File: config.mk
export PLATFORM = sky130hd
export DESIGN_NAME = quad_match_timer
export DESIGN_NICKNAME = d
export VERILOG_FILES = /design/src/rtl/qmt_pkg.sv /design/src/rtl/qmt_tick_gen.sv /design/src/rtl/qmt_counter.sv /design/src/rtl/qmt_channel.sv /design/src/rtl/quad_match_timer.sv
export SDC_FILE = /design/constraint.sdc
export NUM_CORES = 1
export LEC_CHECK = 0
export BUFFER_PORTS_ARGS = -buffer_cell sky130_fd_sc_hd__buf_2
export CAP_MARGIN = 20
export CORE_ASPECT_RATIO = 0.9
export CORE_MARGIN = 2
export CORE_UTILIZATION = 46
export DETAILED_ROUTE_END_ITERATION = 10
export HOLD_SLACK_MARGIN = 0.06
export PLACE_DENSITY = 0.64
export RECOVER_POWER = 100
export SLEW_MARGIN = 30
export SYNTH_ARGS = -nofsm -noshare
export SYNTH_HDL_FRONTEND = slang
export SYNTH_SLANG_ARGS = --single-unit
File: constraint.sdc
create_clock -name clk -period 2.6 [get_ports clk]
set_input_delay 0.52 -clock clk [delete_from_list [all_inputs] [get_ports clk]]
set_output_delay 0.52 -clock clk [all_outputs]
set_load 0.02 [all_outputs]
File: src/rtl/qmt_pkg.sv
package qmt_pkg;
  localparam int NUM_CH = 4;
  localparam int ADDR_W = 3;

  typedef struct packed {
    logic              clr_on_a;
    logic [2:0]        clk_sel;
    logic [NUM_CH-1:0] init_lvl;
  } ctrl_t;

  localparam logic [ADDR_W-1:0] A_CTRL = 3'd0;
  localparam logic [ADDR_W-1:0] A_CNT  = 3'd1;
  localparam logic [ADDR_W-1:0] A_CMP0 = 3'd2;
  localparam logic [ADDR_W-1:0] A_FLAG = 3'd6;
endpackage

File: src/rtl/qmt_tick_gen.sv
module qmt_tick_gen #(
  parameter int DIV_W  = 3,
  parameter int SYNC_N = 2
) (
  input  logic       clk,
  input  logic       rst,
  input  logic [2:0] clk_sel,
  input  logic       evt_i,
  output logic       tick_o
);
  logic [DIV_W-1:0] div_q;
  logic [DIV_W-1:0] tap_mask;
  logic [SYNC_N:0]  evt_sh;
  logic             div_tick;
  logic             evt_edge;

  always_ff @(posedge clk) begin
    if (rst) div_q <= '0;
    else     div_q <= div_q + 1'b1;
  end

  // low clk_sel bits pick how many divider bits must be all ones
  always_comb tap_mask = DIV_W'((32'd1 << clk_sel[1:0]) - 32'd1);
  assign div_tick = &(div_q | ~tap_mask);

  always_ff @(posedge clk) begin
    if (rst) evt_sh <= '0;
    else     evt_sh <= {evt_sh[SYNC_N-1:0], evt_i};
  end

  assign evt_edge = evt_sh[SYNC_N-1] & ~evt_sh[SYNC_N];
  assign tick_o   = clk_sel[2] ? evt_edge : div_tick;

  assert_edge_single_R3: assert property (@(posedge clk) disable iff (rst)
    evt_edge |=> !evt_edge);

  assert_div_spacing_R2: assert property (@(posedge clk) disable iff (rst)
    (div_tick && clk_sel[1:0] != 2'd0) |=> (!div_tick || clk_sel[1:0] == 2'd0));
endmodule

File: src/rtl/qmt_counter.sv
module qmt_counter #(
  parameter int CNT_W = 16
) (
  input  logic             clk,
  input  logic             rst,
  input  logic             tick,
  input  logic             clr_on_a,
  input  logic [CNT_W-1:0] cmp_a,
  input  logic             wr_en,
  input  logic [CNT_W-1:0] wr_data,
  output logic [CNT_W-1:0] cnt_q
);
  localparam logic [CNT_W-1:0] CNT_MAX = '1;

  always_ff @(posedge clk) begin
    if (rst)                           cnt_q <= '0;
    else if (wr_en)                    cnt_q <= wr_data;
    else if (tick) begin
      if (clr_on_a && cnt_q == cmp_a)  cnt_q <= '0;
      else                             cnt_q <= cnt_q + 1'b1;
    end
  end

  assert_clear_on_a_R4: assert property (@(posedge clk) disable iff (rst)
    (tick && clr_on_a && cnt_q == cmp_a && !wr_en) |=> (cnt_q == '0));

  assert_wrap_R5: assert property (@(posedge clk) disable iff (rst)
    (tick && !clr_on_a && cnt_q == CNT_MAX && !wr_en) |=> (cnt_q == '0));

  assert_free_step_R5: assert property (@(posedge clk) disable iff (rst)
    (tick && !clr_on_a && cnt_q != CNT_MAX && !wr_en) |=> (cnt_q == $past(cnt_q) + 1'b1));
endmodule

File: src/rtl/qmt_channel.sv
module qmt_channel #(
  parameter int CNT_W = 16
) (
  input  logic             clk,
  input  logic             rst,
  input  logic             tick,
  input  logic [CNT_W-1:0] cnt,
  input  logic             cmp_we,
  input  logic [CNT_W-1:0] wdata,
  input  logic             reload,
  input  logic             init_lvl,
  input  logic             flag_clr,
  output logic [CNT_W-1:0] cmp_q,
  output logic             out_q,
  output logic             flag_q
);
  logic match;

  always_ff @(posedge clk) begin
    if (rst)         cmp_q <= '1;
    else if (cmp_we) cmp_q <= wdata;
  end

  assign match = tick && (cnt == cmp_q);

  always_ff @(posedge clk) begin
    if (rst)         out_q <= 1'b0;
    else if (reload) out_q <= init_lvl;
    else if (match)  out_q <= ~out_q;
  end

  always_ff @(posedge clk) begin
    if (rst)           flag_q <= 1'b0;
    else if (match)    flag_q <= 1'b1;
    else if (flag_clr) flag_q <= 1'b0;
  end

  assert_reload_R7: assert property (@(posedge clk) disable iff (rst)
    reload |=> (out_q == $past(init_lvl)));

  assert_toggle_R8: assert property (@(posedge clk) disable iff (rst)
    (match && !reload) |=> (out_q != $past(out_q)));

  assert_flag_set_R9: assert property (@(posedge clk) disable iff (rst)
    match |=> flag_q);
endmodule

File: src/rtl/quad_match_timer.sv
module quad_match_timer
  import qmt_pkg::*;
#(
  parameter int CNT_W  = 16,
  parameter int DIV_W  = 3,
  parameter int SYNC_N = 2
) (
  input  logic              clk,
  input  logic              rst,
  input  logic              bus_we,
  input  logic [ADDR_W-1:0] bus_addr,
  input  logic [CNT_W-1:0]  bus_wdata,
  output logic [CNT_W-1:0]  bus_rdata,
  input  logic              evt_i,
  output logic [NUM_CH-1:0] cmp_out,
  output logic [NUM_CH-1:0] match_flag
);
  localparam int CTRL_W = $bits(ctrl_t);

  ctrl_t            ctrl_q;
  logic             tick;
  logic             ctrl_wr;
  logic             cnt_wr;
  logic             flag_wr;
  logic [CNT_W-1:0] cnt_q;
  logic [CNT_W-1:0] cmp_arr [NUM_CH];

  assign ctrl_wr = bus_we && (bus_addr == A_CTRL);
  assign cnt_wr  = bus_we && (bus_addr == A_CNT);
  assign flag_wr = bus_we && (bus_addr == A_FLAG);

  always_ff @(posedge clk) begin
    if (rst)          ctrl_q <= '0;
    else if (ctrl_wr) ctrl_q <= ctrl_t'(bus_wdata[CTRL_W-1:0]);
  end

  qmt_tick_gen #(.DIV_W(DIV_W), .SYNC_N(SYNC_N)) u_tick (
    .clk(clk), .rst(rst), .clk_sel(ctrl_q.clk_sel), .evt_i(evt_i), .tick_o(tick)
  );

  qmt_counter #(.CNT_W(CNT_W)) u_cnt (
    .clk(clk), .rst(rst), .tick(tick), .clr_on_a(ctrl_q.clr_on_a),
    .cmp_a(cmp_arr[0]), .wr_en(cnt_wr), .wr_data(bus_wdata), .cnt_q(cnt_q)
  );

  for (genvar i = 0; i < NUM_CH; i++) begin : g_ch
    qmt_channel #(.CNT_W(CNT_W)) u_ch (
      .clk(clk), .rst(rst), .tick(tick), .cnt(cnt_q),
      .cmp_we(bus_we && (bus_addr == ADDR_W'(int'(A_CMP0) + i))),
      .wdata(bus_wdata), .reload(ctrl_wr), .init_lvl(bus_wdata[i]),
      .flag_clr(flag_wr && bus_wdata[i]),
      .cmp_q(cmp_arr[i]), .out_q(cmp_out[i]), .flag_q(match_flag[i])
    );
  end

  always_ff @(posedge clk) begin
    if (rst) bus_rdata <= '0;
    else begin
      case (bus_addr)
        A_CTRL:  bus_rdata <= CNT_W'(ctrl_q);
        A_CNT:   bus_rdata <= cnt_q;
        A_FLAG:  bus_rdata <= CNT_W'(match_flag);
        3'd2:    bus_rdata <= cmp_arr[0];
        3'd3:    bus_rdata <= cmp_arr[1];
        3'd4:    bus_rdata <= cmp_arr[2];
        3'd5:    bus_rdata <= cmp_arr[3];
        default: bus_rdata <= '0;
      endcase
    end
  end

  assert_ctrl_hold_R6: assert property (@(posedge clk) disable iff (rst)
    !ctrl_wr |=> $stable(ctrl_q));
endmodule

Word level (Yosys, flattened, before mapping)
Cells that the tools add are included.
{"block": "word_totals", "regBits": 118, "elab_cells": 89, "output_inout_bits": 24}
{"block": "classes", "shifts": 1, "n_addsub": 3, "bitwise_logic": 8, "reduce_logical": 27, "muxes": 21, "n_eq_ne": 10}
{"operator": "16-bit case mux with 7 select lines", "count": 1}
{"operator": "16-bit == test", "count": 4}
{"operator": "16-bit two-way mux", "count": 3}
{"operator": "2-bit nonzero test", "count": 9}
{"operator": "1-bit two-way mux", "count": 17}
{"operator": "16-bit by 1-bit adder with 16-bit output (second input constant)", "count": 1}
{"operator": "1-bit logical AND", "count": 16}
{"operator": "3-bit == test (second input constant)", "count": 3}
{"operator": "3-bit by 2-bit == test with 1-bit output (second input constant)", "count": 2}
{"operator": "1-bit inverter", "count": 5}
{"operator": "3-bit by 1-bit adder with 3-bit output (second input constant)", "count": 1}
{"operator": "3-bit by 1-bit == test with 1-bit output (second input constant)", "count": 1}
{"operator": "3-bit logical NOT", "count": 1}
{"operator": "3-bit inverter", "count": 1}
{"operator": "3-bit OR", "count": 1}
{"operator": "3-bit AND reduction", "count": 1}
{"operator": "1-bit by 2-bit << shifter with 3-bit output (first input constant)", "count": 1}
{"operator": "3-bit by 1-bit subtractor with 3-bit output (second input constant)", "count": 1}
{"operator": "1-bit bitwise AND", "count": 1}

Longest topological paths before layout
{"block": "logic_depth", "ltp_word": 9, "depth_mapped": 9, "depth_no_buf": 7}

By module
From an unflattened synthesis, not the netlist that was laid out.
{"block": "hier_totals", "cells_unflattened": 686, "hier_area_um2": 6324.8}
{"mod": "qmt_channel", "instances": 4, "cells_per_inst": 88, "area_per_inst_um2": 859.6}
{"mod": "quad_match_timer", "instances": 1, "cells_per_inst": 178, "area_per_inst_um2": 1511.4}
{"mod": "qmt_counter", "instances": 1, "cells_per_inst": 135, "area_per_inst_um2": 1162.4}
{"mod": "qmt_tick_gen", "instances": 1, "cells_per_inst": 21, "area_per_inst_um2": 212.7}

Worst setup path before layout
No wires, ideal clock.
{"block": "synth_timing", "kind": "in2reg", "start": "input port bus_addr[1]", "end": "register g_ch[1].u_ch.cmp_q[13]", "required_ns": 2.478, "t_arrival_ns": 1.833, "slack_ns": 0.644, "n_path_buf": 3, "path_stages": 9, "setup_ns": 0.122, "cell_sequence": "buf_2 > inv_2 > nor2_1 > and2_1 > buf_2 > nand2_1 > clkbuf_1 > nand2_1 > nand3b_1"}
{"block": "synth_between", "elab_chain_len": 2}
{"item": "from (decl)", "line_no": "quad_match_timer.sv:11", "source": "input logic [ADDR_W-1:0] bus_addr,"}
{"item": "3-bit by 2-bit == test with 1-bit output", "line_no": "quad_match_timer.sv:49", "source": ".cmp_we(bus_we && (bus_addr == ADDR_W'(int'(A_CMP0) + i))),"}
{"item": "1-bit logical AND", "line_no": "quad_match_timer.sv:49"}
{"item": "to (signal assigned)", "line_no": "qmt_channel.sv:21", "source": "else if (cmp_we) cmp_q <= wdata;"}
{"item": "to (decl)", "line_no": "qmt_channel.sv:13", "source": "output logic [CNT_W-1:0] cmp_q,"}
No other way between the ends.
A chain may end at the register's enable or synchronous reset.

Worst setup path in the final report
{"block": "layout_timing", "start": "input port bus_addr[2]", "end": "register g_ch[0].u_ch.cmp_q[1]"}
{"block": "layout_between", "elab_chain_len": 2}
{"item": "3-bit by 2-bit == test with 1-bit output", "line_no": "quad_match_timer.sv:49"}
{"item": "1-bit logical AND", "line_no": "quad_match_timer.sv:49"}
{"item": "to (signal assigned)", "line_no": "qmt_channel.sv:21"}
{"item": "to (decl)", "line_no": "qmt_channel.sv:13"}
No other way between the ends.

==> flow_summary.ini <==
[clocking]
cts_hold_buf = 0
clkLatencyLatePin_ps = 430
clkTransAtPathRegs_ps = 60
cts_made_buffers = 17
cts_tree = built
post_cts_buffers = 0
cts.sinks = 118
cts_max_level = 4
cts_resized = 0
cts_root_buffer = clkbuf_16
max-clock-path-buffers = 2

[yosys]
synth_edf_count = 0
synth_area_per_cell_um2 = 8.45
ys_async_sr_fraction_pct = 0
synthCells = 722
synth_ff_type = dfxtp_1
postSynthNetCount = 747
seq_area_frac_synth_pct = 38.7
yosysWarnings = 0
synth.cell_area_um2 = 6100
yosys.cell_types.count = 47
synth_seq_cells = 118

[floorplanning]
ios = 47
die_width_um = 125
rows = 39
die-area_um2 = 14200
start_util_pct = 47.5
die_y_um = 113
core_um2 = 12800

[timing]
tightest_slew_ps = 1170
fin_skew_ps = 11.5
fin_setup_tns_ps = 0
finalMaxSlewViolations = 0
finalSetupViolCount = 0
period_share_pct = 94.1
relSlewSlack_pct = 21.8
setup_ws_ps = 152
whs_ps = 301
hold_viol = 0
rsz0062_at_grt = false
layout_min_cycle_time_ps = 2450
max_freq_mhz = 409

[layout]
area_delta_synth_final_pct = 14.0
most-common-layout-cells = dfxtp_1, nand2_1, xnor2_1
final_common_cell = dfxtp_1
finalNonFillerCells = 920
n_antenna_cell = 0
final_nets = 768
post-route-util_pct = 54.2
final_area_um2 = 6960
drive_above_1_share_pct = 11.8
fillers = 1216

[placed_design]
place_ws_ps = 328
numPortBuffers = 46
dpl_cell_area_um2 = 6430
dp_hpwl_um = 14100
gp_congestion = 1.00
placed_cells = 888

[pwr]
p_per_area_nw_per_um2 = 698
p_leak_nw = 2.52
fin_total_pwr_mw = 4.86
ir_worst_vdd_mv = 0.484

[hold_path]
hold_end = u_tick.evt_sh[0]
hold_class = in -> reg
hp-start = evt_i
min_path_cells = 2

[routing]
ant_nets = 0
avgViaCountPerCell = 5.96
drt_wl_total_um = 19700
drcViolationCount = 0
drt_pass1_iterations = 7
vias = 5486
drt_iter0_drc = 581
drt-wirelength-per-cell_um = 21.4

[flow_run]
maxCapViolCount = 0

[run_status]
status = completed

[worst_setup_path]
ff2ff_path_depth = 6
endpoint_kind = flop
worst-path-max-fanout = 24
crit_required_ps = 2910
rr_startpoint = u_cnt.cnt_q[7]
startpoint_type = input pin
r2r-end = u_cnt.cnt_q[14]
r2r_slack_ps = 220
worstSetupPathType = in -> reg
critPathArrivalTime_ps = 2760

[global_route]
grt_start_max_net_pins = 48
gr-usage-all-layers_pct = 28.1
grt_pass1_wl_um = 30100
antenna_found_initial = 0
grt_pass1_vias = 5074
overflow = 0
routing by layer:
layer	vias up	track usage, %	wire length (µm)
met5	-	0	0
met4	0	9.93	366
met3	25	6.67	1700
met2	234	41.7	8690
met1	2657	40.0	8920
li1	2570	-	-
cell usage after synthesis (2+ instances only):
cell type / number / area (µm²)
a22oi_1: 29 / 218
o22a_1: 3 / 26.3
buf_4: 8 / 60.1
nor2b_1: 41 / 257
nand2b_1: 5 / 31.3
o21ai_0: 6 / 30.0
and2_1: 8 / 50.1
mux4_2: 2 / 45.0
or4_1: 2 / 15.0
nor3_1: 9 / 45.0
xor2_1: 4 / 35.0
clkbuf_1: 38 / 143
a211o_1: 33 / 289
a21oi_1: 47 / 235
mux2_2: 9 / 101
a221oi_1: 5 / 43.8
a22o_1: 2 / 17.5
buf_1: 7 / 26.3
o22ai_1: 2 / 12.5
nand3b_1: 32 / 240
ha_1: 2 / 25.0
and3_1: 5 / 31.3
inv_1: 3 / 11.3
or3_1: 2 / 12.5
o21a_1: 2 / 15.0
buf_2: 17 / 85.1
mux2i_1: 11 / 110
nand3_1: 10 / 50.1
o211ai_1: 7 / 52.6
or2_2: 2 / 12.5
xnor2_1: 66 / 578
dfxtp_1: 118 / 2360
nand2_1: 106 / 398
nor2_1: 36 / 135
a211oi_1: 7 / 52.6
nand4_1: 19 / 119
nor4_1: 7 / 43.8
layout make-up:
type | count | area, µm² | area share [%]
inverters | 4 | 15.0 | 0.216
well taps | 164 | 205 | 2.95
clock inverters | 13 | 156 | 2.25
clock buffers | 19 | 443 | 6.37
flip-flops and latches | 118 | 2360 | 34.0
multi-input cells | 530 | 3400 | 48.9
repair buffers | 72 | 372 | 5.34
worst max-delay path, cell delays in order:
cell	delay, ps
clkbuf_1	450
nand2b_1	390
nor2_1	220
clkbuf_1	740
nor2b_1	130
a211o_1	300
kinds of logic (layout without fill, tap and decap cells):
| logic type | after synthesis | in the layout | synth area share, % |
|---|---|---|---|
| and+or+nand+nor | 287 | 287 | 24.1 |
| AOI/OAI and AO/OA | 149 | 149 | 17.2 |
| DFF | 118 | 118 | 38.7 |
| buffers and inverters | 74 | 108 | 5.39 |
| xor gates and xnor gates | 70 | 70 | 10.0 |
| muxes | 22 | 22 | 4.20 |
| adders and majority gates | 2 | 2 | 0.410 |
report_power, final:
part	leakage (nW)	switching (mW)	internal, mW
Clock	0.281	0.864	1.52
Combinational	1.27	0.295	0.203
Sequential	0.964	0.0887	1.89
Total	2.52	1.25	3.61
sequential cells by signal, summed over array words and instances, names as in the netlist:
name              flops
ctrl_q                8
u_tick.evt_sh         3
g_ch.u_ch.out_q       4
bus_rdata            16
u_cnt.cnt_q          16
g_ch.u_ch.cmp_q      64
g_ch.u_ch.flag_q      4
u_tick.div_q          3
worst max-delay path by stage:
| stage | from | endpoint | slack, ps | depth (start not counted) |
|---|---|---|---|---|
| after floorplan | bus_addr[1] | g_ch[1].u_ch.cmp_q[13] | 640 | 9 |
| after global placement | bus_addr[0] | bus_rdata[6] | 330 | 5 |
| after detailed placement | u_cnt.cnt_q[3] | u_cnt.cnt_q[15] | 330 | 6 |
| after CTS | u_cnt.cnt_q[3] | u_cnt.cnt_q[15] | 310 | 6 |
| after global routing | bus_addr[2] | g_ch[0].u_ch.cmp_q[15] | 50 | 6 |
| final | bus_addr[2] | g_ch[0].u_ch.cmp_q[1] | 150 | 6 |
Note: power is estimated with default switching activity, not from simulation.
